### src/rtl/multimode_sio.sv
module multimode_sio #(
  parameter int DATA_W       = 8,
  parameter int SHIFT_DIV    = 12,
  parameter int OSC_UART_DIV = 64,
  parameter int OVS          = 16
) (
  input  logic              clk,
  input  logic              rst_n,
  input  logic              tmr_tick,
  input  logic              ctrl_wr,
  input  logic [7:0]        ctrl_wdata,
  output logic [7:0]        ctrl_q,
  input  logic              data_wr,
  input  logic [DATA_W-1:0] data_wdata,
  output logic [DATA_W-1:0] rx_buf,
  output logic              txd,
  input  logic              rxd_in,
  output logic              rxd_out,
  output logic              rxd_oe
);
  localparam int FW  = DATA_W + 3;
  localparam int RW  = DATA_W + 2;
  localparam int BW  = $clog2(DATA_W + 3);
  localparam int OW  = $clog2(OVS);
  localparam int CW0 = $clog2(SHIFT_DIV);
  localparam int PW  = $clog2(OSC_UART_DIV / OVS + 1);

  localparam logic [OW-1:0]  OS_END  = OW'(OVS - 1);
  localparam logic [OW-1:0]  OS_MID  = OW'(OVS / 2 - 1);
  localparam logic [CW0-1:0] C0_END  = CW0'(SHIFT_DIV - 1);
  localparam logic [CW0-1:0] C0_RISE = CW0'(SHIFT_DIV / 2 - 1);
  localparam logic [CW0-1:0] C0_HALF = CW0'(SHIFT_DIV / 2);
  localparam logic [PW-1:0]  PRE_S   = PW'(OSC_UART_DIV / OVS - 1);
  localparam logic [PW-1:0]  PRE_F   = PW'(OSC_UART_DIV / (2 * OVS) - 1);

  logic [1:0] mode;
  logic ren, tb8, rb8, ti, ri, smod;

  logic [PW-1:0] pre;
  logic tdiv, pre_end, os_tick;

  logic              tx_busy, sh_rx;
  logic [FW-1:0]     tx_sh;
  logic [BW-1:0]     tx_bit, tx_last;
  logic [OW-1:0]     tx_os;
  logic [CW0-1:0]    c0;
  logic [DATA_W-1:0] rx0_sh;
  logic m0_end, m0_rise, m0_rx_go, bit_end, ti_set, ri0_set;

  logic [2:0]    rsync;
  logic          rx_s, fall, rx_busy, rx_done;
  logic [OW-1:0] rx_os;
  logic [BW-1:0] rx_bit, rx_last;
  logic [RW-2:0] rx_sh;
  logic [RW-1:0] rx_nv;

  assign ctrl_q = {smod, ri, ti, rb8, tb8, ren, mode};

  // bit-rate sample tick: OVS ticks per bit
  assign pre_end = (pre == (smod ? PRE_F : PRE_S));
  assign os_tick = (mode == 2'd2) ? pre_end : (mode[0] & tmr_tick & (smod | tdiv));

  always_ff @(posedge clk or negedge rst_n) begin
    if (!rst_n) begin
      pre  <= '0;
      tdiv <= 1'b0;
    end else begin
      pre <= (mode == 2'd2 && !pre_end) ? pre + 1'b1 : '0;
      if (tmr_tick) tdiv <= ~tdiv;
    end
  end

  // shared shifter: all transmit modes plus mode 0 receive
  assign m0_end   = (c0 == C0_END);
  assign m0_rise  = (c0 == C0_RISE);
  assign m0_rx_go = !tx_busy && mode == 2'd0 && ren && !ri;
  assign tx_last  = (mode == 2'd0) ? BW'(DATA_W - 1) :
                    (mode[1] ? BW'(DATA_W + 2) : BW'(DATA_W + 1));
  assign bit_end  = tx_busy && ((mode == 2'd0) ? m0_end : (os_tick && tx_os == OS_END));
  assign ti_set   = bit_end && !sh_rx && !data_wr &&
                    ((mode == 2'd0) ? (tx_bit == tx_last) : (tx_bit == tx_last - 1'b1));
  assign ri0_set  = bit_end && sh_rx && !data_wr && (tx_bit == tx_last);

  always_ff @(posedge clk or negedge rst_n) begin
    if (!rst_n) begin
      tx_busy <= 1'b0;
      sh_rx   <= 1'b0;
      tx_sh   <= '1;
      tx_bit  <= '0;
      tx_os   <= '0;
      c0      <= '0;
      rx0_sh  <= '0;
    end else if (data_wr) begin
      tx_busy <= 1'b1;
      sh_rx   <= 1'b0;
      tx_bit  <= '0;
      tx_os   <= '0;
      c0      <= '0;
      tx_sh   <= (mode == 2'd0) ? {3'b111, data_wdata}
                                : {1'b1, (mode[1] ? tb8 : 1'b1), data_wdata, 1'b0};
    end else if (m0_rx_go) begin
      tx_busy <= 1'b1;
      sh_rx   <= 1'b1;
      tx_bit  <= '0;
      c0      <= '0;
    end else if (tx_busy) begin
      if (mode == 2'd0) begin
        c0 <= m0_end ? '0 : c0 + 1'b1;
        if (sh_rx && m0_rise) rx0_sh <= {rxd_in, rx0_sh[DATA_W-1:1]};
      end else if (os_tick) begin
        tx_os <= tx_os + 1'b1;
      end
      if (bit_end) begin
        tx_sh <= {1'b1, tx_sh[FW-1:1]};
        if (tx_bit == tx_last) tx_busy <= 1'b0;
        else tx_bit <= tx_bit + 1'b1;
      end
    end
  end

  assign rxd_oe  = tx_busy && mode == 2'd0 && !sh_rx;
  assign rxd_out = rxd_oe ? tx_sh[0] : 1'b1;
  assign txd     = !tx_busy ? 1'b1 : ((mode == 2'd0) ? (c0 >= C0_HALF) : tx_sh[0]);

  // asynchronous receiver
  assign rx_s    = rsync[1];
  assign fall    = rsync[2] & ~rsync[1];
  assign rx_last = mode[1] ? BW'(DATA_W + 2) : BW'(DATA_W + 1);
  assign rx_nv   = {rx_s, rx_sh};
  assign rx_done = rx_busy && mode != 2'd0 && os_tick && rx_bit != '0 &&
                   rx_os == OS_END && rx_bit == rx_last;

  always_ff @(posedge clk or negedge rst_n) begin
    if (!rst_n) begin
      rsync   <= 3'b111;
      rx_busy <= 1'b0;
      rx_os   <= '0;
      rx_bit  <= '0;
      rx_sh   <= '0;
    end else begin
      rsync <= {rsync[1:0], rxd_in};
      if (!rx_busy) begin
        if (fall && ren && mode != 2'd0) begin
          rx_busy <= 1'b1;
          rx_os   <= '0;
          rx_bit  <= '0;
        end
      end else if (mode == 2'd0) begin
        rx_busy <= 1'b0;
      end else if (os_tick) begin
        if (rx_bit == '0) begin
          if (rx_os == OS_MID) begin
            if (rx_s) rx_busy <= 1'b0;
            else begin
              rx_bit <= 1'b1;
              rx_os  <= '0;
            end
          end else begin
            rx_os <= rx_os + 1'b1;
          end
        end else begin
          rx_os <= rx_os + 1'b1;
          if (rx_os == OS_END) begin
            rx_sh <= rx_nv[RW-1:1];
            if (rx_bit == rx_last) rx_busy <= 1'b0;
            else rx_bit <= rx_bit + 1'b1;
          end
        end
      end
    end
  end

  // control word and flags; hardware set wins over a same-cycle write
  always_ff @(posedge clk or negedge rst_n) begin
    if (!rst_n) begin
      {smod, ri, ti, rb8, tb8, ren, mode} <= '0;
      rx_buf <= '0;
    end else begin
      if (ctrl_wr) {smod, ri, ti, rb8, tb8, ren, mode} <= ctrl_wdata;
      if (ti_set) ti <= 1'b1;
      if (ri0_set) begin
        ri     <= 1'b1;
        rx_buf <= rx0_sh;
      end
      if (rx_done) begin
        ri     <= 1'b1;
        rx_buf <= mode[1] ? rx_nv[DATA_W-1:0] : rx_nv[DATA_W:1];
        rb8    <= mode[1] ? rx_nv[DATA_W] : rx_nv[DATA_W+1];
      end
    end
  end
endmodule

### config.mk
export PLATFORM = sky130hd
export DESIGN_NAME = multimode_sio
export DESIGN_NICKNAME = d
export VERILOG_FILES = /design/src/rtl/multimode_sio.sv
export SDC_FILE = /design/constraint.sdc
export NUM_CORES = 1
export LEC_CHECK = 0
export BUFFER_PORTS_ARGS = -buffer_cell sky130_fd_sc_hd__buf_2
export CAP_MARGIN = 30
export CORE_AREA = 5 5 120 122
export DETAILED_ROUTE_END_ITERATION = 7
export DIE_AREA = 0 0 125 127
export GPL_TIMING_DRIVEN = 0
export SYNTH_ARGS = -nofsm -noshare
export SYNTH_HDL_FRONTEND = slang
export SYNTH_SLANG_ARGS = --single-unit
### constraint.sdc
create_clock -name clk -period 3.6 [get_ports clk]
set_input_delay 0.54 -clock clk [delete_from_list [all_inputs] [get_ports clk]]
set_output_delay 0.54 -clock clk [all_outputs]
set_load 0.02 [all_outputs]
# [After elaboration in Yosys (flattened, before gate mapping)]
# Cells that the tools add are included.
[word_totals] reg_bits=74 input_bits=22 out_inout_bits=19 word_cells=184
[op_classes] n_addsub=7 order_cmp=1 n_eq_ne=20 mux=73 bitwise_logic=10 n_reduce_logical=51
[ops] op="$mux 4" n=31
[ops] op="$mux 11" n=4
[ops] op="$mux 1" n=31
[ops] op="$mux 8" n=3
[ops] op="$logic_and 1x1->1" n=22
[ops] op="$add 4x1->4 const B" n=5
[ops] op="$reduce_bool 2->1" n=9
[ops] op="$eq 4x4->1" n=3
[ops] op="$eq 4x4->1 const B" n=3
[ops] op="$reduce_bool 3->1" n=4
[ops] op="$mux 10" n=1
[ops] op="$reduce_and 5->1" n=2
[ops] op="$eq 4x3->1 const B" n=2
[ops] op="$ne 2x2->1 const B" n=4
[ops] op="$reduce_and 4->1" n=2
[ops] op="$reduce_and 7->1" n=1
[ops] op="$ne 3x2->1 const B" n=2
[ops] op="$ne 3x3->1 const B" n=2
[ops] op="$not 1->1" n=6
[ops] op="$reduce_and 3->1" n=2
[ops] op="$logic_not 1->1" n=5
[ops] op="$ge 4x3->1 const B" n=1
[ops] op="$logic_not 4->1" n=1
[ops] op="$mux 2" n=2
[ops] op="other kinds (12)" n=14

# [Logic depth before layout (Yosys ltp)]
# Gate-level depths: netlist of the first run.
[depth] word_depth=11 mapped_depth=8 mapped_depth_nobuf=7

# [Worst setup path before layout of the first run]
# No wires, ideal clock.
[synth_path] kind="reg-to-output" start="register mode[0]" end="output txd" arrival_time_ns=1.794 required_time_ns=3.060 slack_ns=1.266 path_stages_with_launch=6 path_buffers=2 cell_sequence="dfrtp_1 or2_2 clkbuf_1 buf_1 nor3_1 o21ai_0"
[synth_between] elab_chain_len=3
[synth_rtl] item="start, declared" line="36" source="logic [1:0] mode;"
[synth_rtl] item="start signal, assigned" line="179" source="if (ctrl_wr) {smod, ri, ti, rb8, tb8, ren, mode} <= ctrl_wdata;"
[synth_rtl] item="$logic_not 2->1" line="123" source="assign txd = !tx_busy ? 1'b1 : ((mode == 2'd0) ? (c0 >= C0_HALF) : tx_sh[0]);"
[synth_rtl] item="$mux 1 (2 in series)" line="123"
[synth_rtl] item="end, declared" line="16" source="output logic txd,"
# Every way passes these cells.

# [Worst setup path in the final report of the first run]
[layout_path] start="register mode[1]" end="output rxd_out"
[layout_between] elab_chain_len=4
[layout_rtl] item="$logic_not 2->1" line="121" source="assign rxd_oe = tx_busy && mode == 2'd0 && !sh_rx;"
[layout_rtl] item="$logic_and 1x1->1 (2 in series)" line="121"
[layout_rtl] item="$mux 1" line="122" source="assign rxd_out = rxd_oe ? tx_sh[0] : 1'b1;"
[layout_rtl] item="end, declared" line="18" source="output logic rxd_out,"
# Every way passes these cells.

==> results.rst, run 1 <==
.. list-table::
   :header-rows: 1

   * - Metric
     - Value
   * - Result of the run
     - finished, final reports clean
   * - Actual transition at the worst max-transition pin
     - 0.9922 ns
   * - Clock H-tree levels
     - 3
   * - Unrepaired setup endpoints after global routing
     - false
   * - IO Pins
     - 41
   * - # fillers
     - 1331
   * - Antenna-violating nets left
     - 0
   * - Pin count of the biggest net entering global routing
     - 72
   * - Routed vias
     - 2899
   * - Number of enable-type register cells in the synthesized netlist
     - 0
   * - Synthesized flop and latch total
     - 73
   * - Cell area after synthesis
     - 3840 µm²
   * - Port Buffers
     - 39
   * - Final count of hold timing violations
     - 0
   * - Later-pin clock latency in the skew report
     - 0.34 ns
   * - Avg Synthesized Cell Area
     - 10.64 µm²
   * - Top FF cell, synth
     - dfrtp_1
   * - Warnings, synthesis
     - 0
   * - Cell taking the most area after synthesis
     - dfrtp_1
   * - CP Max Fanout
     - 10
   * - Final setup violating endpoints
     - 0
   * - Antenna Cells
     - 0
   * - Final RePlAce weighted congestion
     - 0.7565
   * - Number of standard-cell rows in the floorplan
     - 42
   * - CTS Root Cell
     - clkbuf_16
   * - Dpl ws
     - 0.8636 ns
   * - Fraction of final layout cells sized beyond drive strength 1
     - 25.12%
   * - Critical path type
     - reg -> out
   * - Max clock buf depth
     - 2
   * - Number of buffers added by the clock tree synthesis step
     - 9
   * - Proportion of synthesized chip area in sequential cells
     - 48.00%
   * - Cell Pwr Density
     - 478.1 nW/µm²
   * - Half-perimeter wire length of the detailed placement result
     - 6427 µm
   * - Syn-to-layout area delta
     - 19.78%
   * - Die Outline Area
     - 15880 µm²
   * - DRC
     - 0
   * - Effective utilization at floorplan
     - 29.35%
   * - Leading cell type by number of instances after synthesis
     - dfrtp_1
   * - Async set or reset register ratio after synthesis
     - 100.0%
   * - Worst slew margin
     - 33.29%
   * - Post-Syn Nets
     - 392
   * - Overall power consumption
     - 2.199 mW
   * - Count of final max-slew check failures
     - 0
   * - Overflow left after global routing
     - 0
   * - Kind of end point of the critical path
     - primary output
   * - Final TNS setup
     - 0 ns
   * - Total routing resource utilization after global routing
     - 11.54%
   * - Distinct cell type count of the synthesized netlist
     - 54
   * - Worst endpoint required time
     - 3.06 ns
   * - Ratio of final minimum period to clock period
     - 81.09%
   * - Critical Path AT
     - 2.38 ns
   * - FF/Latch Area
     - 1843 µm²
   * - Area share of the largest cell type after synthesis
     - 39.10%
   * - Fin Hold WS
     - 0.3049 ns
   * - TritonRoute pass-1 iters
     - 4
   * - Wire length of the first global-routing pass
     - 14750 µm
   * - Routed wirelength normalized by instance count
     - 14.79 µm
   * - Setup slack of the worst register-to-register path
     - 0.90 ns
   * - Number of standard cells after synthesis
     - 361
   * - Post-cts repair resize count
     - 0
   * - Final critical path time including I/O delays and setup
     - 2.919 ns
   * - First DRT Iteration DRCs
     - 134
   * - Die width
     - 125 µm
   * - Sinks on the clock net
     - 73
   * - Clock tree from TritonCTS
     - yes
   * - Fmax
     - 342.6 MHz
   * - Post-CTS setup buffers
     - 0
   * - Antenna violations before repair
     - 0
   * - Leading cell types by count after synthesis
     - 60 x dfrtp_1, 29 x mux2i_1, 26 x nor2_1, 21 x mux2_2, 19 x nand2_1
   * - Leading cell types by total area after synthesis
     - dfrtp_1 39%, dfstp_2 8.9%, mux2i_1 7.6%, mux2_2 6.2%, o211ai_1 3.3%
   * - Class of the most critical hold timing path
     - in -> reg
   * - Worst Slack Setup Final
     - 0.6807 ns
   * - Via count normalized by instance count
     - 4.880
   * - Overall routed net length
     - 8788 µm
   * - Overall die height
     - 127 µm
   * - Startpoint kind of the worst setup timing path
     - flop
   * - Net total in the final layout
     - 444
   * - Max-Cap Viols
     - 0
   * - Area taken by multi-input logic gates
     - 1822 µm²
   * - Via count of the first global-routing pass
     - 2950
   * - Leakage power
     - 2.037 nW
   * - Largest clock skew in the final design
     - 0.006377 ns
   * - Worst IR Drop VDD
     - 250.1 µV
   * - Core area
     - 13090 µm²
   * - Cts-stage hold buffer count
     - 1
   * - Reg clk slew, reported paths
     - 0.06 ns
[sequential cells by signal, summed over array words and instances, names as in the netlist, 2 cells and up]
register,cells
pre,3
tx_bit,4
rsync,3
c0,4
rx_sh,9
rx_os,4
rx_buf,8
mode,2
rx0_sh,8
rx_bit,4
tx_os,4
tx_sh,10
[cell type report]
cell class                      instances  area share [%]
Buffer                                 23           2.421
Clock buffer                           10           5.196
Clock inverter                          6           1.415
Inverter                               17           1.387
Multi-Input combinational cell        248           39.61
Sequential cell                        73           40.07
Tap cell                              176           4.788
Timing Repair Buffer                   41           5.114
[cell usage in the layout (no fill, tap or decap), types with 12 or more instances in the layout]
master,count
a21oi_1,16
buf_2,40
clkbuf_1,13
dfrtp_1,60
dfstp_2,13
inv_1,17
mux2_2,21
mux2i_1,29
nand2_1,19
nand3_1,12
nor2_1,26
o211ai_1,17
[cell families (layout without fill, tap and decap cells)]
logic type	Yosys count	in the layout	share of synthesized area [%]
buffers and inverters	40	97	4.562
adder cells (fa/ha/maj)	9	9	2.933
AND/OR/NAND/NOR	103	103	14.66
XOR/XNOR	6	6	1.369
multiplexers	50	50	13.72
AO/OA/AOI/OAI	80	80	14.76
flip-flops	73	73	48.00
[worst max-delay path, cell delays in order (launching register included)]
cell     delay (ns)
dfrtp_1        0.39
buf_2          0.19
nor2_1         0.55
nand2_1        0.37
or3_1          0.38
buf_2          0.16
[routing by layer]
metal	vias to the layer above	routed length [µm]	global-route usage [%]
li1	1414	-	-
met1	1419	4261	15.16
met2	51	4044	17.81
met3	15	284	2.713
met4	0	199	5.995
met5	-	0	0
[final timing paths]
| kind | startpoint | to | cells past startpoint |
|---|---|---|---|
| worst max-delay path | mode[1]$_DFFE_PN0P_ | rxd_out | 5 |
| worst min-delay path | rxd_in | rsync[0]$_DFF_PN1_ | 1 |
| worst max register to register | mode[1]$_DFFE_PN0P_ | rx0_sh[2]$_DFFE_PN0P_ | 5 |
| worst min register to register | rsync[0]$_DFF_PN1_ | rsync[1]$_DFF_PN1_ | 0 |
| max in group asynchronous | rst_n | rsync[2]$_DFF_PN1_ | 3 |
| min in group asynchronous | rst_n | mode[0]$_DFFE_PN0P_ | 2 |
[per-stage QoR]
stage	cells	utilization, %	instance area, µm²
2_1_floorplan	361	-	3840
4_1_cts	594	35.15	4599
3_5_place_dp	577	32.75	4285
5_1_grt	594	35.15	4599
6_report	594	35.15	4599
3_3_place_gp	576	32.52	4255
[where the power goes]
part | switching (mW) | total [mW] | internal, mW
combinational | 0.186 | 0.326 | 0.140
clock | 0.361 | 0.918 | 0.558
sequential | 0.0597 | 0.955 | 0.895
total | 0.607 | 2.20 | 1.59
No activity file was read; power rests on OpenSTA's default activity.
==> inputs of run 2 (changes only) <==
- ABC_AREA: default -> 1
- clock period: 3.6 -> 2.5 ns (I/O delays scaled with it)
==> run 2 against run 1 <==
  * Critical path depth rose by 1
  * Via count grew 15%
  * Core utilization barely moved
  * Count of clock-buffer cells in the layout is 3 higher
  * Cell count is 21% higher
  * Worst hold slack worse by 0.16 ns
  * Final area rose by 0.11%
  * Total power is 40% higher
  * Synthesized cell count increased by 34%
  * Register-to-register slack lost 0.49 ns
  * Synthesized area is 0.75% higher
  * Global-route usage grew 0.46 points
  * Critical endpoint is now txd
==> results.rst, run 2 <==
.. list-table::
   :header-rows: 1

   * - Metric
     - Value
   * - Share of power burned in the clock network
     - 39.5% (was 41.8%)
   * - FF-to-FF path depth
     - 9 (was 5)
   * - Worst slew margin
     - 65.50% (was 33.29%)
   * - Pin count of the biggest net entering global routing
     - 62 (was 72)
   * - Number of buffers added by the clock tree synthesis step
     - 9 (unchanged)
   * - Result of the run
     - finished, final reports clean (unchanged)
   * - Simple-Gate Fraction of Synth Area
     - 23.09% (was 14.66%)
   * - Clock H-tree levels
     - 3 (unchanged)
   * - Sinks on the clock net
     - 73 (unchanged)
   * - Leading cell type by number of instances after synthesis
     - nand2_1 (was dfrtp_1)
   * - XOR/XNOR Fraction of Synth Area
     - 1.358% (was 1.369%)
   * - DRC
     - 0 (unchanged)
   * - Class of the most critical hold timing path
     - in -> reg (unchanged)
   * - Number of enable-type register cells in the synthesized netlist
     - 0 (unchanged)
   * - Antenna-violating nets left
     - 0 (unchanged)
   * - Int Power
     - 2.189 mW (was 1.592 mW)
   * - Final TNS setup
     - 0 ns (unchanged)
   * - Setup slack of the worst register-to-register path
     - 0.41 ns (was 0.90 ns)
   * - Async set or reset register ratio after synthesis
     - 100.0% (unchanged)
   * - Source of the worst register-to-register timing path
     - mode[1]$_DFFE_PN0P_ (unchanged)
   * - Distinct cell type count of the synthesized netlist
     - 39 (was 54)
   * - Top FF cell, synth
     - dfrtp_1 (unchanged)
   * - Leading cell types by total area after synthesis
     - dfrtp_1 39%, nand2_1 9.3%, o21ai_0 9.1%, dfstp_2 8.8%, inv_1 5.7% (was dfrtp_1 39%, dfstp_2 8.9%, mux2i_1 7.6%, mux2_2 6.2%, o211ai_1 3.3%)
   * - Most common cell after layout, fill and taps aside
     - nand2_1 (was dfrtp_1)
   * - Fmax
     - 445.3 MHz
   * - Leading cell types by count after synthesis
     - 96 x nand2_1, 70 x o21ai_0, 60 x dfrtp_1, 59 x inv_1, 57 x nor2_1 (was 60 x dfrtp_1, 29 x mux2i_1, 26 x nor2_1, 21 x mux2_2, 19 x nand2_1)
   * - Via count normalized by instance count
     - 4.630 (was 4.880)
   * - Adder and majority cell fraction of the synthesized area
     - 2.911% (was 2.933%)
   * - Multiplexer share of the synthesized area
     - 0% (was 13.72%)
   * - Number of standard cells after synthesis
     - 484 (was 361)
   * - Switching power share of the total
     - 28.78% (was 27.59%)
   * - Final setup violating endpoints
     - 0 (unchanged)
   * - Net total in the final layout
     - 568 (was 444)
   * - Sw Pwr
     - 0.8846 mW (was 0.6068 mW)
   * - Unrepaired setup endpoints after global routing
     - false (unchanged)
   * - Ratio of final minimum period to clock period
     - 89.82%
   * - Post-synthesis compound-gate area fraction
     - 15.75% (was 14.76%)
   * - Post-Syn Nets
     - 515 (was 392)
   * - CP Max Fanout
     - 10 (unchanged)
   * - Highest layer used for signal routing
     - met4 (unchanged)
   * - Kind of end point of the critical path
     - primary output (unchanged)
   * - Startpoint kind of the worst setup timing path
     - flop (unchanged)
   * - Dominant combinational cell family by area after synthesis
     - simple AND/OR/NAND/NOR gates (was compound AO/OA/AOI/OAI gates)
   * - Fraction of final layout cells sized beyond drive strength 1
     - 17.53% (was 25.12%)
   * - Post-cts repair resize count
     - 0 (unchanged)
   * - TritonRoute pass-1 iters
     - 4 (unchanged)
   * - CTS Root Cell
     - clkbuf_16 (unchanged)
   * - Hold path cells
     - 1 (unchanged)
   * - Warnings, synthesis
     - 0 (unchanged)
   * - Actual transition at the worst max-transition pin
     - 0.5175 ns (was 0.9922 ns)
   * - Number of standard-cell rows in the floorplan
     - 42 (unchanged)
   * - Later-pin clock latency in the skew report
     - 0.34 ns (about the same)
   * - Total routing resource utilization after global routing
     - 12.00% (was 11.54%)
   * - Avg Synthesized Cell Area
     - 7.993 µm² (was 10.64 µm²)
   * - Cell taking the most area after synthesis
     - dfrtp_1 (unchanged)
   * - Register with the most flip-flops
     - tx_sh (unchanged)
   * - Routed wirelength normalized by instance count
     - 12.92 µm (was 14.79 µm)
   * - Reg clk slew, reported paths
     - 0.05 ns (was 0.06 ns)
   * - Final count of hold timing violations
     - 0 (unchanged)
   * - Final RePlAce weighted congestion
     - 0.8018 (was 0.7565)
   * - Worst IR Drop VDD
     - 249.9 µV (was 250.1 µV)
   * - Port Buffers
     - 40 (was 39)
   * - Routed wire length on met3
     - 486 µm (was 284 µm)
   * - Critical Path AT
     - 1.87 ns (was 2.38 ns)
   * - Flip-flop count of the largest register after layout
     - 10 (unchanged)
   * - Cts-stage hold buffer count
     - 1 (unchanged)
   * - Portion of total power attributed to combinational logic
     - 15.7% (was 14.8%)
   * - IO Pins
     - 41 (unchanged)
   * - Cell Pwr Density
     - 667.6 nW/µm² (was 478.1 nW/µm²)
   * - Overall die height
     - 127 µm (unchanged)
   * - Max clock buf depth
     - 2 (unchanged)
   * - Final critical path time including I/O delays and setup
     - 2.246 ns
   * - Hold Path Origin
     - rxd_in (unchanged)
   * - Overall routed net length
     - 9277 µm (was 8788 µm)
   * - Worst hold endpoint
     - rsync[0]$_DFF_PN1_ (unchanged)
   * - Die Outline Area
     - 15880 µm² (unchanged)
   * - Overflow left after global routing
     - 0 (unchanged)
   * - First DRT Iteration DRCs
     - 213 (was 134)
   * - Clock tree from TritonCTS
     - yes (unchanged)
   * - Count of final max-slew check failures
     - 0 (unchanged)
   * - Routed vias
     - 3324 (was 2899)
   * - Critical path type
     - reg -> out (unchanged)
   * - Die width
     - 125 µm (unchanged)
   * - Synthesized flop and latch total
     - 73 (unchanged)
   * - Leakage power
     - 2.169 nW (was 2.037 nW)
   * - Worst R2R End
     - tx_bit[1]$_DFFE_PN0P_ (was rx0_sh[2]$_DFFE_PN0P_)
   * - Core area
     - 13090 µm² (unchanged)
   * - Syn-to-layout area delta
     - 19.02% (was 19.78%)
   * - Via count of the first global-routing pass
     - 3192 (was 2950)
   * - Sequential group share of total power
     - 44.7% (was 43.4%)
   * - Antenna violations before repair
     - 0 (unchanged)
   * - Commonest cells after routing, fill and taps aside
     - 96 x nand2_1, 70 x o21ai_0, 60 x dfrtp_1, 59 x inv_1, 57 x nor2_1 (was 60 x dfrtp_1, 40 x buf_2, 29 x mux2i_1, 26 x nor2_1, 21 x mux2_2)
   * - Largest clock skew in the final design
     - 0.006284 ns (was 0.006377 ns)
   * - Core occupancy in the finished layout
     - 35.19% (was 35.15%)
   * - Effective utilization at floorplan
     - 29.57% (was 29.35%)
   * - Area share of the largest cell type after synthesis
     - 38.81% (was 39.10%)
   * - Registers with the most flip-flops
     - tx_sh x10, rx_sh x9 (unchanged)
   * - Proportion of synthesized chip area in sequential cells
     - 47.64% (was 48.00%)
   * - Fin Hold WS
     - 0.1488 ns (was 0.3049 ns)
   * - Post-CTS setup buffers
     - 0 (unchanged)
   * - Routed metal-1 wirelength
     - 4309 µm (was 4261 µm)
   * - Cell area after synthesis
     - 3869 µm² (was 3840 µm²)
   * - Wire length of the first global-routing pass
     - 15440 µm (was 14750 µm)
   * - Half-perimeter wire length of the detailed placement result
     - 6776 µm (was 6427 µm)
   * - Routed length on met2
     - 4350 µm (was 4044 µm)
   * - Antenna Cells
     - 0 (unchanged)
   * - Worst endpoint required time
     - 2.12 ns (was 3.06 ns)
   * - Max-Cap Viols
     - 0 (unchanged)
run 2: cell types whose count changed in the layout (fill, tap and decap cells not counted), moves of 7 or more:
cell	change
o21ai_0	+59
nor2_1	+31
inv_1	+42
nand2_1	+77
mux2i_1	-29
mux2_2	-21
o22ai_1	+7
o211ai_1	-16
a211o_1	-9
nand3_1	+12
run 2: through the flow:
| step | setup slack [ns] | power, mW | std cells | cell area [µm²] |
|---|---|---|---|---|
| after CTS | 0.2139 | 3.110 | 718 | 4604 |
| after global routing | 0.1538 | 3.254 | 718 | 4604 |
| after floorplan | 0.5235 | 1.711 | 484 | 3869 |
| final | 0.2544 | 3.074 | 718 | 4604 |
| after detailed placement | 0.4634 | 1.877 | 701 | 4319 |
| after global placement | 0.5325 | 1.853 | 700 | 4289 |
run 2: layer usage:
| layer | GRT usage [%] | up-vias |
|---|---|---|
| met4 | 4.783 | 0 |
| li1 | - | 1672 |
| met5 | 0 | - |
| met1 | 16.16 | 1559 |
| met3 | 3.255 | 10 |
| met2 | 18.44 | 83 |
run 2: power groups by stage:
stage	combinational [mW]	sequential, mW	clock (mW)
after floorplan	0.332	1.38	0
after global placement	0.463	1.39	0
after detailed placement	0.484	1.39	0
after CTS	0.488	1.38	1.25
after global routing	0.556	1.39	1.31
final	0.483	1.37	1.22
run 2: layout make-up:
cell class,count,area (µm²)
plain buffers,19,118.9
clock buffers,13,260.3
clock inverters,3,15.01
fillers,1380,8481
inverters,63,239.0
multi-input cells,329,1668
flip-flops and latches,73,1843
well taps,176,220.2
repair buffers,42,240.2
run 2: worst max path at each step:
stage | from | to | slack [ns] | cells past startpoint
floorplan | mode[1]$_DFFE_PN0P_ | rxd_out | 0.52 | 7
global placement | mode[1]$_DFFE_PN0P_ | tx_bit[0]$_DFFE_PN0P_ | 0.53 | 8
detailed placement | mode[1]$_DFFE_PN0P_ | tx_bit[0]$_DFFE_PN0P_ | 0.46 | 8
CTS | mode[1]$_DFFE_PN0P_ | txd | 0.21 | 6
global route | mode[1]$_DFFE_PN0P_ | rxd_out | 0.15 | 8
finish | mode[1]$_DFFE_PN0P_ | txd | 0.25 | 6
run 2: logic make-up (layout without fill, tap and decap cells):
group / Yosys count / in the layout
AOI/OAI and AO/OA: 110 / 110
and+or+nand+nor: 204 / 204
DFF: 73 / 73
adders and majority gates: 9 / 9
buffers and inverters: 82 / 140
xor gates and xnor gates: 6 / 6
run 2: worst max-delay path: stages, from the launching register on:
cell      delay (ns)
dfrtp_1         0.39
buf_6           0.16
nor2_4          0.17
clkbuf_1        0.36
nor3_1          0.09
a31oi_1         0.16
buf_2           0.19
